<file path="config.mk">
export PLATFORM = sky130hd
export DESIGN_NAME = tape_loader
export DESIGN_NICKNAME = d
export VERILOG_FILES = /design/src/rtl/tl_pkg.sv /design/src/rtl/tl_packer.sv /design/src/rtl/tl_boot_seq.sv /design/src/rtl/tape_loader.sv
export SDC_FILE = /design/constraint.sdc
export NUM_CORES = 1
export LEC_CHECK = 0
export CORE_ASPECT_RATIO = 2
export CORE_MARGIN = 3
export CORE_UTILIZATION = 49
export DETAILED_ROUTE_END_ITERATION = 6
export HOLD_SLACK_MARGIN = 0.1
export PLACE_DENSITY = 0.78
export SLEW_MARGIN = 0
export SYNTH_ARGS = -nofsm -noshare
export SYNTH_HDL_FRONTEND = slang
export SYNTH_SLANG_ARGS = --single-unit
</file>
<file path="constraint.sdc">
create_clock -name clk -period 1.7 [get_ports clk]
set_clock_uncertainty 0.1 [all_clocks]
set_input_delay 0.17 -clock clk [delete_from_list [all_inputs] [get_ports clk]]
set_output_delay 0.17 -clock clk [all_outputs]
set_load 0.03 [all_outputs]
</file>
<file path="src/rtl/tl_pkg.sv">
package tl_pkg;
  localparam int LINE_W  = 8;
  localparam int GROUP_W = 6;
  localparam int GROUPS  = 3;
  localparam int WORD_W  = GROUP_W * GROUPS;
  localparam int ADDR_W  = 12;
  localparam int OP_W    = 5;
  localparam logic [OP_W-1:0] OP_DEPOSIT = 5'b01101;
  localparam logic [OP_W-1:0] OP_JUMP    = 5'b11000;
endpackage

</file>
<file path="src/rtl/tl_packer.sv">
module tl_packer #(
  parameter int LINE_W  = tl_pkg::LINE_W,
  parameter int GROUP_W = tl_pkg::GROUP_W,
  parameter int GROUPS  = tl_pkg::GROUPS
) (
  input  logic                        clk,
  input  logic                        rst_n,
  input  logic                        arm,
  input  logic                        arm_alpha,
  input  logic                        line_valid,
  input  logic [LINE_W-1:0]           line_data,
  output logic                        line_ready,
  output logic                        active,
  output logic                        word_valid,
  output logic [GROUP_W*GROUPS-1:0]   word
);
  localparam int WORD_W    = GROUP_W * GROUPS;
  localparam int CNT_W     = $clog2(GROUPS + 1);
  localparam int FRAME_BIT = LINE_W - 1;
  localparam logic [CNT_W-1:0] LAST = CNT_W'(GROUPS - 1);

  logic              alpha_r;
  logic [CNT_W-1:0]  cnt;
  logic [WORD_W-1:0] acc;
  logic [WORD_W-1:0] next_acc;
  logic              take;

  assign line_ready = active;
  assign take       = line_valid && active;
  assign next_acc   = (acc << GROUP_W) | WORD_W'(line_data[GROUP_W-1:0]);

  always_ff @(posedge clk) begin
    if (!rst_n) begin
      active     <= 1'b0;
      alpha_r    <= 1'b0;
      cnt        <= '0;
      acc        <= '0;
      word       <= '0;
      word_valid <= 1'b0;
    end else begin
      word_valid <= 1'b0;
      if (arm && !active) begin
        active  <= 1'b1;
        alpha_r <= arm_alpha;
        cnt     <= '0;
        acc     <= '0;
      end else if (take) begin
        if (alpha_r) begin
          word       <= WORD_W'(line_data);
          word_valid <= 1'b1;
          active     <= 1'b0;
        end else if (line_data[FRAME_BIT]) begin
          if (cnt == LAST) begin
            word       <= next_acc;
            word_valid <= 1'b1;
            active     <= 1'b0;
          end else begin
            acc <= next_acc;
            cnt <= cnt + 1'b1;
          end
        end
      end
    end
  end

  AST_RESULT_PULSE: assert property (@(posedge clk) disable iff (!rst_n)
    word_valid |=> !word_valid);
  AST_GROUP_CNT_RANGE: assert property (@(posedge clk) disable iff (!rst_n)
    cnt <= LAST);
  AST_IDLE_FROZEN: assert property (@(posedge clk) disable iff (!rst_n)
    (!active && !arm) |=> ($stable(cnt) && !word_valid));
  AST_RESULT_ENDS_BUSY: assert property (@(posedge clk) disable iff (!rst_n)
    word_valid |-> !active);
endmodule

</file>
<file path="src/rtl/tl_boot_seq.sv">
module tl_boot_seq #(
  parameter int WORD_W = tl_pkg::WORD_W,
  parameter int ADDR_W = tl_pkg::ADDR_W,
  parameter int OP_W   = tl_pkg::OP_W,
  parameter logic [OP_W-1:0] OP_DEP = tl_pkg::OP_DEPOSIT,
  parameter logic [OP_W-1:0] OP_JMP = tl_pkg::OP_JUMP
) (
  input  logic              clk,
  input  logic              rst_n,
  input  logic              start,
  input  logic              pk_active,
  input  logic              word_valid,
  input  logic [WORD_W-1:0] word,
  output logic              boot_active,
  output logic              boot_arm,
  output logic              mem_we,
  output logic [ADDR_W-1:0] mem_addr,
  output logic [WORD_W-1:0] mem_wdata,
  output logic              start_valid,
  output logic [ADDR_W-1:0] start_addr,
  output logic              load_err
);
  typedef enum logic { PH_INSTR, PH_DATA } phase_e;

  phase_e            phase;
  logic [ADDR_W-1:0] dep_addr;
  logic [OP_W-1:0]   op;
  logic [ADDR_W-1:0] target;

  assign op       = word[WORD_W-1 -: OP_W];
  assign target   = word[ADDR_W-1:0];
  assign boot_arm = boot_active && !pk_active && !word_valid;

  always_ff @(posedge clk) begin
    if (!rst_n) begin
      boot_active <= 1'b0;
      phase       <= PH_INSTR;
      dep_addr    <= '0;
      mem_we      <= 1'b0;
      mem_addr    <= '0;
      mem_wdata   <= '0;
      start_valid <= 1'b0;
      start_addr  <= '0;
      load_err    <= 1'b0;
    end else begin
      mem_we      <= 1'b0;
      start_valid <= 1'b0;
      if (start) begin
        boot_active <= 1'b1;
        phase       <= PH_INSTR;
        load_err    <= 1'b0;
      end else if (boot_active && word_valid) begin
        if (phase == PH_INSTR) begin
          if (op == OP_DEP) begin
            dep_addr <= target;
            phase    <= PH_DATA;
          end else if (op == OP_JMP) begin
            start_valid <= 1'b1;
            start_addr  <= target;
            boot_active <= 1'b0;
          end else begin
            load_err    <= 1'b1;
            boot_active <= 1'b0;
          end
        end else begin
          mem_we    <= 1'b1;
          mem_addr  <= dep_addr;
          mem_wdata <= word;
          phase     <= PH_INSTR;
        end
      end
    end
  end

  AST_WRITE_FOLLOWS_WORD: assert property (@(posedge clk) disable iff (!rst_n)
    mem_we |-> $past(word_valid && boot_active));
  AST_JUMP_ENDS_LOAD: assert property (@(posedge clk) disable iff (!rst_n)
    start_valid |-> (!boot_active && !mem_we));
  AST_ERR_NO_WRITE: assert property (@(posedge clk) disable iff (!rst_n)
    $rose(load_err) |-> (!mem_we && !boot_active));
  AST_ERR_HOLDS: assert property (@(posedge clk) disable iff (!rst_n)
    (load_err && !start) |=> load_err);
endmodule

</file>
<file path="src/rtl/tape_loader.sv">
module tape_loader #(
  parameter int LINE_W  = tl_pkg::LINE_W,
  parameter int GROUP_W = tl_pkg::GROUP_W,
  parameter int GROUPS  = tl_pkg::GROUPS,
  parameter int ADDR_W  = tl_pkg::ADDR_W
) (
  input  logic                      clk,
  input  logic                      rst_n,
  input  logic                      line_valid,
  input  logic [LINE_W-1:0]         line_data,
  output logic                      line_ready,
  input  logic                      req_alpha,
  input  logic                      req_binary,
  input  logic                      boot_start,
  output logic                      busy,
  output logic                      done,
  output logic [GROUP_W*GROUPS-1:0] word_out,
  output logic                      mem_we,
  output logic [ADDR_W-1:0]         mem_addr,
  output logic [GROUP_W*GROUPS-1:0] mem_wdata,
  output logic                      start_valid,
  output logic [ADDR_W-1:0]         start_addr,
  output logic                      load_err
);
  localparam int WORD_W = GROUP_W * GROUPS;

  logic              pk_active, pk_valid, pk_arm, pk_alpha;
  logic              boot_active, boot_arm, boot_go, user_go;
  logic [WORD_W-1:0] pk_word;

  assign busy     = pk_active || boot_active;
  assign boot_go  = boot_start && !busy;
  assign user_go  = !busy && !boot_start && (req_binary || req_alpha);
  assign pk_arm   = boot_arm || user_go;
  assign pk_alpha = !boot_active && !req_binary && req_alpha;
  assign done     = pk_valid && !boot_active;
  assign word_out = pk_word;

  tl_packer #(.LINE_W(LINE_W), .GROUP_W(GROUP_W), .GROUPS(GROUPS)) u_packer (
    .clk(clk), .rst_n(rst_n), .arm(pk_arm), .arm_alpha(pk_alpha),
    .line_valid(line_valid), .line_data(line_data), .line_ready(line_ready),
    .active(pk_active), .word_valid(pk_valid), .word(pk_word)
  );

  tl_boot_seq #(.WORD_W(WORD_W), .ADDR_W(ADDR_W)) u_boot (
    .clk(clk), .rst_n(rst_n), .start(boot_go), .pk_active(pk_active),
    .word_valid(pk_valid), .word(pk_word), .boot_active(boot_active),
    .boot_arm(boot_arm), .mem_we(mem_we), .mem_addr(mem_addr),
    .mem_wdata(mem_wdata), .start_valid(start_valid),
    .start_addr(start_addr), .load_err(load_err)
  );

  AST_DONE_OUTSIDE_LOAD: assert property (@(posedge clk) disable iff (!rst_n)
    done |-> (!mem_we && !start_valid));
  AST_WRITE_START_EXCL: assert property (@(posedge clk) disable iff (!rst_n)
    !(mem_we && start_valid));
  AST_IDLE_NOT_READY: assert property (@(posedge clk) disable iff (!rst_n)
    !busy |-> !line_ready);
endmodule

</file>
Word level (Yosys, flattened, before mapping) --
Cells that the tools add are included.
Word-level totals: flip-flop bits (word level) 94, latch bits 0, RAM bits 0, bits in read-only memories 0, input port bits 14, output and inout bits 66, logic and storage cells 90, memories 0
Operators by class: add/sub/neg operators 1, multiply operators 0, divide/modulo/power cells 0, order comparisons 0, equal/unequal tests 5, shift operators 0, muxes and demuxes 19, bitwise gates (word level) 11, reductions and logical operators 39
Operators by type and width (count):
- 2-to-1 mux 18 bit | 3
- bitwise OR 18 x 6 -> 18 bit | 1
- 2-to-1 mux 1 bit | 16
- AND reduction 4 bit | 4
- logical AND 1 bit | 11
- inverter 1 bit | 10
- AND reduction 3 bit | 3
- nonzero test 2 bit | 4
- logical NOT 1 bit | 6
- nonzero test 3 bit | 2
- OR reduction 3 bit | 2
- == test 5 x 4 -> 1 bit (second input constant) | 1
- == test 5 bit (second input constant) | 1
- AND reduction 5 bit | 1
- OR reduction 5 bit | 1
- != test 2 bit (second input constant) | 2
- OR reduction 2 bit | 2
- logical OR 1 bit | 3
- adder 2 x 1 -> 2 bit (second input constant) | 1
- == test 2 bit (second input constant) | 1

Longest topological paths before layout --
depth after elaboration 8, mapped depth 7

Modules after synthesis --
From an unflattened synthesis, not the netlist that was laid out.
Unflattened totals: cells, all modules 392, area total of the unflattened synthesis 3738.6 um^2
By module, submodules not included:
- tl_boot_seq | times used 1, cells each 250, area each 2303.5 um^2, seq. area each 1181.1 um^2
- tl_packer | times used 1, cells each 134, area each 1382.6 um^2, seq. area each 700.7 um^2
- tape_loader | times used 1, cells each 8, area each 52.6 um^2, seq. area each 0.0 um^2

Least setup slack after synthesis --
OpenSTA, ideal clock, no wires.
kind register to register, from register u_packer.active, to register u_packer.acc[10], arrival time 1.578 ns, data required time 1.481 ns, setup slack -0.097 ns, stages on the path, launching flop included 6, path buffers 2, clock period less this slack 1.797 ns, cells stage by stage dfxtp_1 buf_2 or2_1 o311ai_4 buf_4 a21oi_1
Between the ends: longest elaborated chain between the ends 7, elaborated cells between the ends (all ways) 12
RTL lines:
- start: declaration | RTL line tl_packer.sv:13 | output logic active,
- start signal: assignment | RTL line tl_packer.sv:34 | active <= 1'b0;
- start signal: assignment | RTL line tl_packer.sv:43 | active <= 1'b1;
- start signal: assignment | RTL line tl_packer.sv:51 | active <= 1'b0;
- logical OR 1 bit | RTL line tape_loader.sv:31 | assign busy = pk_active || boot_active;
- via busy | RTL line tape_loader.sv:15 | output logic busy,
- logical NOT 1 bit | RTL line tape_loader.sv:33 | assign user_go = !busy && !boot_start && (req_binary || req_alpha);
- logical AND 1 bit (2 in series) | RTL line tape_loader.sv:33
- logical OR 1 bit | RTL line tape_loader.sv:34 | assign pk_arm = boot_arm || user_go;
- logical AND 1 bit | RTL line tl_packer.sv:42 | if (arm && !active) begin
- OR reduction 2 bit (no line)
- end signal: assignment | RTL line tl_packer.sv:58 | acc <= next_acc;
- end: declaration | RTL line tl_packer.sv:24 | logic [WORD_W-1:0] acc;
The timed path passes the listed nets, and every way through them passes these cells. A chain may end at the register's enable or synchronous reset.

Final worst setup path --
from register u_boot.start_addr[6], to output start_addr[6]
RTL lines:
- start: declaration | RTL line tl_boot_seq.sv:20 | output logic [ADDR_W-1:0] start_addr,
- start signal: assignment | RTL line tl_boot_seq.sv:59 | start_addr <= target;
- end: declaration | RTL line tape_loader.sv:22 | output logic [ADDR_W-1:0] start_addr,
No word-level cell between the ends.

==> flow_metrics.py <==
metrics = {
    "global_routing": {
        "grt_pass1_vias": 2889,
        "antenna_found_initial": 0,
        "grt_max_degree": 41,
        "grt-ovfl-total": 0,
        "grt_use_total": 0.2124,
        "grt_pass1_wl_um": 13530,
    },
    "critical_path": {
        "cpLargestDelayFamily": "buffers and inverters",
        "cp_max_fo": 2,
        "slowest_delay_ns": 0.68,
        "r2r-start": "u_boot.boot_active$_SDFFE_PN0P_",
        "worstSetupStartpointType": "flop",
        "cp_slowest_cell": "clkdlybuf4s50_1",
        "worstPathArrival_ns": 1.38,
        "crit_path_end_kind": "primary output",
        "reg2reg_to": "u_packer.cnt[1]$_SDFFE_PP0P_",
        "ff2ff_setup_slack_ns": 0.11,
        "cp_num_buf_inv": 1,
        "reg2reg_depth": 3,
        "crit_required_ns": 1.43,
        "cp_cell_sequence": "clkdlybuf4s50_1",
        "critical_path_class": "flop to primary output",
    },
    "sta": {
        "tightest_slew_ns": 0.6871,
        "rsz0062_at_grt": "false",
        "fin_crit_sh": 0.9690,
        "tns_ns": 0,
        "whs_ns": 0.3265,
        "drv_slew": 0,
        "fmax_mhz": 607.1,
        "fin_crit_ns": 1.647,
        "slew_headroom": 0.5409,
        "setup_ws_ns": 0.05270,
        "setup_viol": 0,
        "finalHoldViolCount": 0,
    },
    "layout": {
        "syn_to_final_growth_pct": 38.00,
        "fill_cells": 518,
        "antennaDiodeCount": 0,
        "final_cells": 553,
        "fin_util": 0.6946,
        "fin_nets": 473,
        "fin_area_sq_um": 4821,
        "regArea_sq_um": 1883,
        "multiInputGateArea_sq_um": 1455,
        "final_layout_size_suffix_gt1_frac": 0.09503,
    },
    "floorplan": {
        "die-area_sq_um": 8240,
        "die_x_um": 65.71,
        "start_util": 0.5033,
        "fp-row-count": 43,
        "coreArea_sq_um": 6940,
        "die-height_um": 125.4,
        "io_pins": 80,
    },
    "synthesis": {
        "yosysSeqAreaShare": 0.5387,
        "yosysTopAreaCell": "dfxtp_1",
        "ys_seq_elements": 94,
        "yosysWarningCount": 0,
        "syn_area_sq_um": 3493,
        "syn_nets": 395,
        "synth_area_leaders": "dfxtp_1 54%, nand2_1 10%, mux2i_1 6.9%",
        "postSynthAreaPerCell_sq_um": 9.193,
        "ys.flop_type": "dfxtp_1",
        "syn_inst": 380,
        "synth_top_area_frac": 0.5387,
        "synth_edf_count": 0,
        "ys_async_sr_fraction": 0,
        "ys_types": 40,
    },
    "worst_hold_path": {
        "hold_depth": 3,
        "hp-start": "line_data[2]",
        "hold_class": "primary input to flop",
        "hold_end": "u_packer.acc[2]$_SDFFE_PP0P_",
    },
    "outcome": {
        "status": "finished clean",
    },
    "route": {
        "drt_iter0_drc": 147,
        "drc": 0,
        "wl_um": 8229,
        "vias": 2926,
        "first_pass_iters": 5,
        "via_per_inst": 5.291,
        "routedWlPerCell_um": 14.88,
        "antenna_left": 0,
    },
    "clock_tree": {
        "clk_pin_slew_worst_paths_ns": 0.06,
        "cts_root_buffer": "clkbuf_16",
        "cts_setup_buffers": 0,
        "cts_max_path_buffers": 2,
        "numCtsBuffers": 9,
        "cts_max_level": 3,
        "hold_buffers": 0,
        "cts_tree": "built",
        "clock-sinks": 94,
        "clk_latency_ns": 0.33,
    },
    "pwr": {
        "power_leakage_nw": 1.909,
        "power_mw": 4.749,
        "ir_drop_mv": 0.7620,
        "p_per_area_nw_per_um2": 985.1,
    },
    "placement": {
        "place_area_sq_um": 4466,
        "post-dp-hpwl_um": 6007,
        "dp_slack_ns": -0.02487,
        "place_congestion": 0.8946,
        "dp.cells": 537,
        "port_buffers": 79,
    },
    "job": {
        "cap_viol_max_count": 0,
    },
}
[sequential cells by signal, summed over array words and instances, names as in the netlist, 2 cells and up]
register,cells
u_boot.mem_wdata,18
u_packer.word,18
u_boot.dep_addr,12
u_boot.mem_addr,12
u_boot.start_addr,12
u_packer.acc,12
u_packer.cnt,2
[layout by cell type (no fill, tap or decap), types with 9 or more instances in the layout]
cell type,n
nand2_1,97
a22o_1,18
clkdlybuf4s50_1,58
dfxtp_1,93
o21ai_0,15
a21oi_1,46
dlygate4sd2_1,14
nand3_1,16
buf_4,11
clkbuf_16,9
mux2i_1,24
[per-layer routing]
layer	routed length (um)	share of wire	track usage	vias up
met4	157	0.019	0.08313	0
met1	3073	0.37	0.2270	1380
met2	4720	0.57	0.3852	73
met5	0	0	0	-
li1	-	-	-	1461
met3	277	0.034	0.05121	12
[worst max-delay path by stage]
stage                     cells after the start  slack (ns)                            end                              start
after floorplan                               5        0.02  u_packer.acc[10]$_SDFFE_PP0P_       u_packer.active$_SDFFE_PN0P_
after global placement                        4    -0.00008   u_boot.load_err$_SDFFE_PP0P_                         boot_start
after detailed placement                      3       -0.02   u_packer.cnt[1]$_SDFFE_PP0P_                         boot_start
after CTS                                     1      0.0003                    word_out[3]      u_packer.word[3]$_SDFFE_PN0P_
after global routing                          2       0.002                           done     u_packer.word_valid$_SDFF_PP0_
final                                         1        0.05                  start_addr[6]  u_boot.start_addr[6]$_SDFFE_PN0P_
[layout make-up]
| class | count | share of cell area |
|---|---|---|
| Clock buffer | 11 | 0.05243 |
| Clock inverter | 5 | 0.02154 |
| Timing Repair Buffer | 96 | 0.2056 |
| Inverter | 6 | 0.004672 |
| Multi-Input combinational cell | 251 | 0.3018 |
| Sequential cell | 94 | 0.3906 |
| Tap cell | 90 | 0.02336 |
[logic make-up after synthesis]
group | count (synthesis) | synth area share
flip-flops | 94 | 0.5387
AND/OR/NAND/NOR | 136 | 0.1791
buffers and inverters | 35 | 0.04548
adder cells (fa/ha/maj) | 1 | 0.003581
AO/OA/AOI/OAI | 88 | 0.1580
multiplexers | 26 | 0.07521
[report_power, final]
part | switching, mW | total, mW | internal (mW)
logic | 0.124 | 0.215 | 0.0910
clock network | 0.785 | 2.30 | 1.52
registers | 0.0164 | 2.23 | 2.21
[repair_timing]
action,4_1_cts,5_1_grt
pin swaps,0,1
endpoints found under the setup margin,15,10
hold endpoints to repair,0,0
resized for setup,16,7
[cell usage after synthesis (3+ instances only)]
| master | number |
|---|---|
| mux2i_1 | 24 |
| nand3_1 | 16 |
| buf_2 | 7 |
| nor2_1 | 3 |
| clkbuf_1 | 17 |
| dfxtp_1 | 94 |
| a21oi_1 | 46 |
| a22o_1 | 18 |
| o21ai_0 | 15 |
| buf_4 | 3 |
| inv_1 | 5 |
| nand2_1 | 97 |
(Power assumes the default switching activity.)
